**src/rtl/reloc_pkg.sv**
```systemverilog
// reloc_pkg: shared definitions for the relocation unit.
// Assumes: the register select is a single bit coming from the processor side.
package reloc_pkg;

    // Which relocation register a configuration write targets.
    typedef enum logic {
        SEL_BASE  = 1'b0,
        SEL_LIMIT = 1'b1
    } reg_sel_e;

endpackage

```
**src/rtl/reloc_regs.sv**
```systemverilog
// reloc_regs: holds the base and limit registers of the running process.
// Only supervisor-mode writes load them. A user-mode write is dropped and
// reported through user_wr_viol so that the fault logic can record it.
// Assumes: cfg_sel is stable whenever cfg_we is high.
module reloc_regs
    import reloc_pkg::*;
#(
    parameter int AW = 32
) (
    input  logic          clk,
    input  logic          rst_n,
    input  logic          cfg_we,
    input  logic          cfg_super,
    input  logic          cfg_sel,
    input  logic [AW-1:0] cfg_data,
    output logic [AW-1:0] base_q,
    output logic [AW-1:0] limit_q,
    output logic          user_wr_viol
);

    localparam logic [AW-1:0] ZERO = '0;

    logic wr_ok;

    // Decode a permitted write and a forbidden one.
    always_comb begin
        wr_ok        = cfg_we && cfg_super;
        user_wr_viol = cfg_we && !cfg_super;
    end

    // Load the selected register on a permitted write.
    always_ff @(posedge clk) begin
        if (!rst_n) begin
            base_q  <= ZERO;
            limit_q <= ZERO;
        end else if (wr_ok) begin
            if (reg_sel_e'(cfg_sel) == SEL_BASE) base_q  <= cfg_data;
            else                                 limit_q <= cfg_data;
        end
    end

    // a user-mode write leaves both registers untouched.
    a_r7_user_write_ignored: assert property (@(posedge clk) disable iff (!rst_n)
        (cfg_we && !cfg_super) |=> ($stable(base_q) && $stable(limit_q)));

    // a supervisor write to the limit lands at the next edge.
    a_r6_limit_loads: assert property (@(posedge clk) disable iff (!rst_n)
        (cfg_we && cfg_super && cfg_sel) |=> (limit_q == $past(cfg_data)));

endmodule

```
**src/rtl/reloc_xlate.sv**
```systemverilog
// reloc_xlate: combinational check and relocation of one processor access.
// A user access at or above the limit is blocked: both strobes are dropped,
// the address is forced to zero and bus_err is raised. A legal user access
// is relocated by the base, wrapping modulo 2^AW. A supervisor access
// bypasses both the check and the relocation.
// Assumes: cpu_rd and cpu_wr come from the same cycle as cpu_addr.
module reloc_xlate #(
    parameter int AW = 32
) (
    input  logic          cpu_super,
    input  logic          cpu_rd,
    input  logic          cpu_wr,
    input  logic [AW-1:0] cpu_addr,
    input  logic [AW-1:0] base_q,
    input  logic [AW-1:0] limit_q,
    output logic          mem_rd,
    output logic          mem_wr,
    output logic [AW-1:0] mem_addr,
    output logic          bus_err
);

    logic          strobe;
    logic          out_of_range;
    logic [AW-1:0] reloc_addr;

    // Unsigned range compare and wrapping relocation.
    always_comb begin
        strobe       = cpu_rd || cpu_wr;
        out_of_range = (cpu_addr >= limit_q);
        reloc_addr   = cpu_addr + base_q;
    end

    // Select between bypass, relocation and blocking.
    always_comb begin
        bus_err  = 1'b0;
        mem_rd   = cpu_rd;
        mem_wr   = cpu_wr;
        mem_addr = cpu_addr;
        if (!cpu_super) begin
            if (strobe && out_of_range) begin
                bus_err  = 1'b1;
                mem_rd   = 1'b0;
                mem_wr   = 1'b0;
                mem_addr = '0;
            end else begin
                mem_addr = reloc_addr;
            end
        end
    end

endmodule

```
**src/rtl/reloc_fault.sv**
```systemverilog
// reloc_fault: sticky fault flag. It is set by an access violation or a
// forbidden register write and cleared by a clear pulse. A new violation
// wins over a clear in the same cycle.
// Assumes: fault_clr is a single-cycle pulse from privileged software.
module reloc_fault (
    input  logic clk,
    input  logic rst_n,
    input  logic acc_viol,
    input  logic wr_viol,
    input  logic fault_clr,
    output logic fault
);

    logic any_viol;

    // Merge the two sources of a fault.
    always_comb any_viol = acc_viol || wr_viol;

    // Hold the flag: set has priority over clear.
    always_ff @(posedge clk) begin
        if (!rst_n)         fault <= 1'b0;
        else if (any_viol)  fault <= 1'b1;
        else if (fault_clr) fault <= 1'b0;
    end

    // any violation sets the flag at the next edge.
    a_r8_fault_sets: assert property (@(posedge clk) disable iff (!rst_n)
        any_viol |=> fault);

    // without a clear, the flag holds.
    a_r8_fault_holds: assert property (@(posedge clk) disable iff (!rst_n)
        (fault && !fault_clr) |=> fault);

endmodule

```
**src/rtl/reloc_unit.sv**
```systemverilog
// reloc_unit: base-limit relocation and protection between the processor's
// logical address bus and the physical memory bus.
// Assumes: registers are programmed in supervisor mode before user code runs;
// exception handling lies outside this block.
module reloc_unit #(
    parameter int AW = 32
) (
    input  logic          clk,
    input  logic          rst_n,
    input  logic          cpu_super,
    input  logic          cpu_rd,
    input  logic          cpu_wr,
    input  logic [AW-1:0] cpu_addr,
    input  logic          cfg_we,
    input  logic          cfg_sel,
    input  logic [AW-1:0] cfg_data,
    input  logic          fault_clr,
    output logic          mem_rd,
    output logic          mem_wr,
    output logic [AW-1:0] mem_addr,
    output logic          bus_err,
    output logic          fault
);

    logic [AW-1:0] base_q;
    logic [AW-1:0] limit_q;
    logic          user_wr_viol;

    // Register file for base and limit.
    reloc_regs #(.AW(AW)) u_regs (
        .clk          (clk),
        .rst_n        (rst_n),
        .cfg_we       (cfg_we),
        .cfg_super    (cpu_super),
        .cfg_sel      (cfg_sel),
        .cfg_data     (cfg_data),
        .base_q       (base_q),
        .limit_q      (limit_q),
        .user_wr_viol (user_wr_viol)
    );

    // Range check and relocation datapath.
    reloc_xlate #(.AW(AW)) u_xlate (
        .cpu_super (cpu_super),
        .cpu_rd    (cpu_rd),
        .cpu_wr    (cpu_wr),
        .cpu_addr  (cpu_addr),
        .base_q    (base_q),
        .limit_q   (limit_q),
        .mem_rd    (mem_rd),
        .mem_wr    (mem_wr),
        .mem_addr  (mem_addr),
        .bus_err   (bus_err)
    );

    // Sticky fault record.
    reloc_fault u_fault (
        .clk       (clk),
        .rst_n     (rst_n),
        .acc_viol  (bus_err),
        .wr_viol   (user_wr_viol),
        .fault_clr (fault_clr),
        .fault     (fault)
    );

    // a blocked access never reaches memory.
    a_r3_err_blocks_mem: assert property (@(posedge clk) disable iff (!rst_n)
        bus_err |-> (!mem_rd && !mem_wr));

    // a supervisor access never faults and is not relocated.
    a_r5_super_bypass: assert property (@(posedge clk) disable iff (!rst_n)
        cpu_super |-> (!bus_err && mem_addr == cpu_addr));

    // with no strobe there is no exception and no memory cycle.
    a_r4_idle_quiet: assert property (@(posedge clk) disable iff (!rst_n)
        (!cpu_rd && !cpu_wr) |-> (!bus_err && !mem_rd && !mem_wr));

endmodule

```
**config.mk**
```make
export PLATFORM = sky130hd
export DESIGN_NAME = reloc_unit
export DESIGN_NICKNAME = d
export VERILOG_FILES = /design/src/rtl/reloc_pkg.sv /design/src/rtl/reloc_regs.sv /design/src/rtl/reloc_xlate.sv /design/src/rtl/reloc_fault.sv /design/src/rtl/reloc_unit.sv
export SDC_FILE = /design/constraint.sdc
export NUM_CORES = 1
export LEC_CHECK = 0
export BUFFER_PORTS_ARGS = -buffer_cell sky130_fd_sc_hd__buf_2
export CORE_ASPECT_RATIO = 1.75
export CORE_UTILIZATION = 58
export CTS_BUF_LIST = sky130_fd_sc_hd__clkbuf_8
export DETAILED_ROUTE_END_ITERATION = 6
export HOLD_SLACK_MARGIN = 0.12
export PLACE_DENSITY = 0.84
export SLEW_MARGIN = 20
export SYNTH_ARGS = -nofsm -noshare
export SYNTH_HDL_FRONTEND = slang
export SYNTH_SLANG_ARGS = --single-unit
```
**constraint.sdc**
```tcl
create_clock -name clk -period 3.7 [get_ports clk]
set_input_delay 0.37 -clock clk [delete_from_list [all_inputs] [get_ports clk]]
set_output_delay 0.37 -clock clk [all_outputs]
set_load 0.005 [all_outputs]
```
# Yosys cells after proc, flatten, opt, wreduce, memory -nomap -nowiden
# Index checks and enable logic that the tools add are counted.
# classes
muxes,10
order_cmp,1
multipliers,0
reduce_logical,9
n_eq_ne,0
n_div,0
bitwise,1
shift,0
addsub,1
# ops
operator,n
32-bit two-way mux,2
32-bit adder,1
32-bit greater-or-equal comparator,1
1-bit two-way mux,8
2-bit AND reduction,2
1-bit logical AND,3
1-bit logical OR,2
2-bit nonzero test,1
1-bit zero test,1
1-bit NOT,1
# word_totals
input_bits,72
reg_bits,65
latch_bits,0
ramBits,0
memories,0
out_inout_bits,36
rom_bits,0

# Depth between registers and ports, before layout
# Gate-level depths: netlist of run 1.
# depth
word_depth,6
ltp_mapped,12

# Cells and area by module
# A second synthesis of run 1 with hierarchy kept.
# unflattened
hier_cells,620
hier_area_um2,5218.8
# modules_own_cells
module,cells_each,n_inst,area_per_inst_um2
reloc_xlate,372,1,2726.4
reloc_regs,245,1,2457.4
reloc_fault,3,1,35.0

# Worst setup path after synthesis of run 1
# No wires, ideal clock.
# synth_path
path_kind,input port to output port
startpoint,input port cpu_addr[0]
endpoint,output port mem_addr[24]
path_stages,10
n_path_buf,0
t_arrival_ps,2863
path_slack_ps,467
cell_sequence,ha_1 > fa_1 > a211o_1 > a2111oi_4 > o31ai_1 > o21a_1 > a221o_1 > a211oi_2 > xor2_1 > o31ai_1
# synth_via
elab_chain_cells,4
word_cells_on_any_way,5
classes_between,add/sub: 1; order compare: 1; mux: 2; reduce/logical: 1
# synth_rtl
item,line,rtl
"start, declared",reloc_unit.sv:13,"input logic [AW-1:0] cpu_addr,"
32-bit greater-or-equal comparator,reloc_xlate.sv:29,out_of_range = (cpu_addr >= limit_q);
1-bit logical AND,reloc_xlate.sv:40,if (strobe && out_of_range) begin
32-bit two-way mux *,reloc_xlate.sv:40,
32-bit two-way mux *,reloc_xlate.sv:39,if (!cpu_super) begin
"end, declared",reloc_unit.sv:20,"output logic [AW-1:0] mem_addr,"
# Every way passes the cells marked *; elsewhere a longest branch is shown, timed or not.

# Worst setup path in the final report of run 1
# layout_path
startpoint,register u_regs.base_q[0]
endpoint,output port mem_addr[28]
# layout_via
elab_chain_cells,3
# layout_rtl
item,line,rtl
"start, declared",reloc_regs.sv:16,"output logic [AW-1:0] base_q,"
"start signal, assigned",reloc_regs.sv:37,if (reg_sel_e'(cfg_sel) == SEL_BASE) base_q <= cfg_data;
32-bit adder,reloc_xlate.sv:30,reloc_addr = cpu_addr + base_q;
32-bit two-way mux,reloc_xlate.sv:40,
32-bit two-way mux,reloc_xlate.sv:39,
# Every way passes these cells.

==> results of run 1 <==
-- sequential cells by signal (all words and copies together) (netlist names) --
signal,cells
u_regs.limit_q,32
u_fault.fault,1
u_regs.base_q,32
-- layout make-up --
type | instances | share of cell area (%)
clock buffer | 11 | 2.45
multi-input combinational | 559 | 60.5
tap | 117 | 2.37
timing repair buffer | 123 | 10.6
sequential | 65 | 21.1
clock inverter | 4 | 0.709
inverter | 37 | 2.25
-- worst paths after layout --
kind | cells after the start | endpoint | slack (ps)
max reg2reg | 11 | u_fault.fault | 1020
max | 11 | mem_addr[28] | 50
min | 3 | u_regs.base_q[0] | 270
min reg2reg | 2 | u_regs.limit_q[19] | 470
-- timing repair --
item | in CTS | in global routing
gates cloned | 0 | 0
setup endpoints to repair | 2 | 22
setup buffers | 0 | 4
pin swaps | 1 | 5
gates resized for setup | 1 | 9
-- worst max-delay path, cell delays in order, from the launching register on --
cell and delay (ps):
dfxtp_2 340, ha_4 160, fa_2 360, a211o_1 320
a2111oi_4 340, o31ai_2 130, o21a_1 220, a221o_1 380
a21oi_2 200, xnor2_1 110, o31ai_2 210, buf_2 140
-- power by group --
part	switching [uW]	internal (uW)
logic	286	220
clock network	279	340
registers	13.2	723
-- layout by cell type (no fill, tap or decap), types with 3 or more instances in the layout --
cell type | netlist | routed
nand2_1 | 174 | 174
buf_2 | 1 | 107
a21boi_0 | 65 | 65
dfxtp_1 | 65 | 64
ha_1 | 63 | 62
inv_1 | 37 | 38
a21oi_1 | 32 | 32
nor2_1 | 27 | 26
o31ai_1 | 19 | 18
o21ai_0 | 16 | 16
xnor2_1 | 16 | 16
buf_4 | 0 | 16
a21o_1 | 15 | 15
a22o_1 | 12 | 12
xor2_1 | 12 | 12
clkbuf_8 | 0 | 11
nand4_1 | 10 | 10
nand3_1 | 10 | 10
nor2b_1 | 7 | 7
nand2b_1 | 7 | 7
a211oi_1 | 5 | 5
nor3_1 | 5 | 5
a31oi_1 | 5 | 5
o211ai_1 | 4 | 4
o21a_1 | 4 | 4
o21bai_1 | 4 | 4
and2_1 | 4 | 4
a21oi_2 | 3 | 3
-- kinds of logic after synthesis --
family	count (synthesis)
simple gates	259
xor+xnor	28
buf+inv	76
flops	65
fa+ha+maj	64
compound gates	208
-- stage by stage --
step | instance area [um^2] | instances
after floorplan | 5280 | 700
after CTS | 6100 | 912
final | 6180 | 916
after detailed placement | 5900 | 897
after global placement | 5900 | 897
after global routing | 6180 | 916
-- per-layer routing --
layer	share of wire [%]	vias to the layer above	global-route usage, %	wire [um]
met5	0	-	0	0
met4	5.4	0	20.4	789
met3	4.1	63	5.97	603
met2	54	172	57.3	7820
met1	37	2442	32.9	5360
li1	-	2630	-	-
==> results_dict.tcl, run 1 <==
set metrics [dict create \
    routed_wl_mm 14.6 \
    slew_headroom_pct 34.9 \
    yosysMostFrequentCell "nand2_1" \
    status "finished clean" \
    synthXorXnorAreaFrac_pct 4.64 \
    synth_top_area_cell "dfxtp_1" \
    ys.flop_type "dfxtp_1" \
    grt_pass1_wl_mm 23.5 \
    route.detailed.drc 0 \
    place_ws_ps 111 \
    startpoint "u_regs.base_q[0]" \
    r2r_start "u_regs.limit_q[5]" \
    grt_pass1_vias 5314 \
    finClkSkew_ps 3.59 \
    synth_top_family_by_area "compound AO/OA/AOI/OAI gates" \
    synth_compound_area_share_pct 28.7 \
    cts_buffers 9 \
    final_layout_size_suffix_gt1_share_pct 19.8 \
    fin_nets 931 \
    core_um2 8780 \
    fmax_ghz 0.274 \
    syn_nets 836 \
    cp.required_ps 3330 \
    pwr_density_cell_nw_per_um2 301 \
    synthArstFlopShare_pct 0 \
    area_delta_synth_final_pct 17.0 \
    vias_per_cell 5.79 \
    synth_top_cells_by_area "dfxtp_1, ha_1, nand2_1" \
    start_kind "flip-flop" \
    gp_congestion 0.944 \
    hold_start "cfg_data[0]" \
    holdWs_ps 271 \
    cts_buffer_depth 2 \
    clock_latency_ps 350 \
    routedWlPerCell_um 15.9 \
    leakagePower_uw 0.00268 \
    synthesis.area_um2 5280 \
    period_needed_ps 3650 \
    cap_violations 0 \
    cts_tree "yes" \
    fp.dieH_um 128 \
    die_area_um2 9510 \
    post-dp-hpwl_mm 11.0 \
    fin_util_pct 70.4 \
    syn_area_per_cell_um2 7.55 \
    root_buffer "clkbuf_8" \
    numPortBuffers 107 \
    cp.arrival_ps 3280 \
    critPathCaptureType "output pin" \
    ys.warnings.count 0 \
    hp-class "primary input to flip-flop" \
    synth_commonest_cells "nand2_1, a21boi_0, dfxtp_1" \
    antenna_found_initial 0 \
    fin_crit_sh_pct 98.8 \
    h-tree-depth 3 \
    finalMaxSlewViolations 0 \
    dr.pass1.iters 5 \
    synthMuxAreaShare_pct 0 \
    max_slew.worst_pin.slew_ps 976 \
    cts_hold_buffers 0 \
    synth_edf_count 0 \
    n_fill_cell 764 \
    syn_inst 700 \
    setup_viol 0 \
    ant_nets 0 \
    crit_fanout 3 \
    synthDistinctLibCells 56 \
    track_usage_pct 32.1 \
    ir_drop_mv 0.268 \
    fin_tns_setup_ps 0 \
    synthAdderAreaFrac_pct 15.3 \
    finalPower_uw 1860 \
    grt_setup_unrepaired "true" \
    drt_iter0_markers 297 \
    yosysTopAreaCellShare_pct 24.6 \
    grt_remaining_overflow 0 \
    ys_ff_latch 65 \
    area.sequential_um2 1300 \
    antennaDiodeCount 0 \
    multi_input_area_um2 3740 \
    grt_max_degree 66 \
    final_hold_viol_count 0 \
    clk_pin_slew_ps 70 \
    vias 5307 \
    ys_seq_area_share_pct 24.6 \
    critPathKind "flip-flop to output pin" \
    start_util_pct 60.2 \
    clock_sinks 65 \
    synthSimpleGateAreaFrac_pct 21.1 \
    die-width_um 74.2 \
    layout_setup_ws_ps 45.5 \
    pin_count 108 \
    row_count 45 \
]
Power figures use the tool's default switching activity.
==> run 2: changes to the inputs <==
CORE_UTILIZATION = 61   (was 58)
PLACE_DENSITY = 0.87   (was 0.84)
clock period = 4.25 ns   (was 3.7 ns; I/O delays follow)
==> run 2 against run 1 <==
  * Utilization is 2.2 points higher
  * Cell count down 1.3%
  * Via count is 2.2% higher
  * Critical path depth unchanged
  * Final area fell by 1.8%
  * Power shrank 11%
  * Highest routed layer unchanged
  * Clock power shrank 6.0%
==> results_dict.tcl, run 2 (synthesis results as in run 1) <==
set metrics [dict create \
    status "finished clean" \
    crit_fanout 3 \
    start_kind "flip-flop" \
    critPathKind "flip-flop to output pin" \
    multi_input_area_um2 3690 \
    reg_top3 "u_regs.base_q: 32 flops, u_regs.limit_q: 32 flops, u_fault.fault: 1 flops" \
    hp-class "primary input to flip-flop" \
    setup_viol 0 \
    dp_cells 889 \
    track_usage_pct 34.4 \
    vias_per_cell 6.00 \
    dr.pass1.iters 4 \
    clk_pin_slew_ps 70 \
    die_area_um2 9050 \
    antennaDiodeCount 0 \
    numPortBuffers 107 \
    stdcell_count 904 \
    finalMaxSlewViolations 0 \
    fin_crit_sh_pct 94.6 \
    gp_congestion 0.943 \
    critPathCaptureType "output pin" \
    pin_count 108 \
    ir_drop_mv 0.248 \
    pwr_density_cell_nw_per_um2 273 \
    grt_pass1_wl_mm 24.5 \
    slew_headroom_pct 25.6 \
    reg2reg_depth 11 \
    route.detailed.drc 0 \
    vias 5423 \
    grt_pass1_vias 5541 \
    row_count 44 \
    routed_wl_mm 14.9 \
    core_um2 8370 \
    ant_nets 0 \
    cts.repair.resized 0 \
    h-tree-depth 3 \
    period_needed_ps 4020 \
    post-dp-hpwl_mm 10.9 \
    leakagePower_uw 0.00263 \
    root_buffer "clkbuf_8" \
    area.sequential_um2 1300 \
    grt_remaining_overflow 0 \
    area_delta_synth_final_pct 14.9 \
    n_fill_cell 701 \
    cap_violations 0 \
    r2r_slack_ps 1470 \
    worstHoldEndpoint "u_regs.limit_q[3]" \
    layout_commonest_cell "nand2_1" \
    final_hold_viol_count 0 \
    cts_tree "yes" \
    drt_iter0_markers 327 \
    cp.arrival_ps 3590 \
    grt_setup_unrepaired "false" \
    fin_tns_setup_ps 0 \
    fmax_ghz 0.249 \
    cts_buffer_depth 2 \
    antenna_found_initial 0 \
    hold_start "cfg_data[3]" \
    die-width_um 72.4 \
    clock_sinks 65 \
    reg2reg_to "u_fault.fault" \
    start_util_pct 63.1 \
    cts_hold_buffers 0 \
    whs_path_depth 3 \
    cts_buffers 9 \
    r2r_start "u_regs.limit_q[5]" \
    fin_nets 921 \
    final_layout_size_suffix_gt1_share_pct 18.0 \
    cts_setup_buffers 0 \
    finClkSkew_ps 13.1 \
    clock_latency_ps 360 \
    max_slew.worst_pin.slew_ps 1120 \
    grt_max_degree 66 \
    cp.required_ps 3830 \
    routedWlPerCell_um 16.5 \
    final_cell_mix "nand2_1, buf_2, a21boi_0, dfxtp_1, ha_1" \
    fp.dieH_um 125 \
]
==> run 2: changes by cell type in the layout (fill, tap and decap cells not counted), sizes merged <==
cell    delta
buf       -10
clkbuf     +2
clkinv     -1
inv        -1
==> run 2: worst max path at each step <==
stage,start,end,slack [ps]
final,u_regs.base_q[0],mem_addr[24],230
after CTS,u_regs.base_q[0],mem_addr[24],250
after detailed placement,cpu_addr[0],mem_addr[24],430
after global routing,u_regs.base_q[0],mem_addr[24],110
after global placement,cpu_addr[0],mem_addr[24],480
after floorplan,cpu_addr[0],mem_addr[24],910
==> run 2: power breakdown <==
part	switching, uW	leakage (uW)	internal (uW)
combinational	252	0.00199	183
sequential	11.2	0.000528	630
clock	250	0.000112	331
==> run 2: worst max-delay path, cell delays in order (launching register included) <==
cell and delay (ps):
dfxtp_1 320, ha_1 200, fa_1 440, a211o_1 330, a2111oi_4 370, o31ai_1 190
o21a_1 250, a221o_1 410, a211oi_2 230, xor2_1 110, o31ai_1 220, buf_2 160
==> run 2: per-layer routing <==
| layer | up-vias | routed length, um | part of all wire, % | track usage (%) |
|---|---|---|---|---|
| met4 | 0 | 919 | 6.2 | 24.5 |
| li1 | 2621 | - | - | - |
| met3 | 70 | 753 | 5.0 | 6.69 |
| met5 | - | 0 | 0 | 0 |
| met2 | 234 | 7790 | 52 | 60.6 |
| met1 | 2498 | 5470 | 37 | 35.0 |
==> run 2: stage by stage <==
stage / power [uW] / instance area [um^2] / hold WS (ps) / setup WS [ps] / utilization (%)
finish: 1660 / 6070 / 318 / 231 / 72.5
CTS: 1650 / 6070 / 313 / 246 / 72.5
global route: 1730 / 6070 / 314 / 114 / 72.5
detailed placement: 1080 / 5860 / 460 / 432 / 70.0
global placement: 1060 / 5860 / 453 / 482 / 70.0
floorplan: 921 / 5280 / 443 / 907 / -
==> run 2: layout make-up <==
cell class | count | area share [%]
Inverter | 37 | 2.29
Clock inverter | 2 | 0.577
Clock buffer | 13 | 2.95
Tap cell | 115 | 2.37
Multi-Input combinational cell | 559 | 60.8
Timing Repair Buffer | 113 | 9.57
Sequential cell | 65 | 21.4
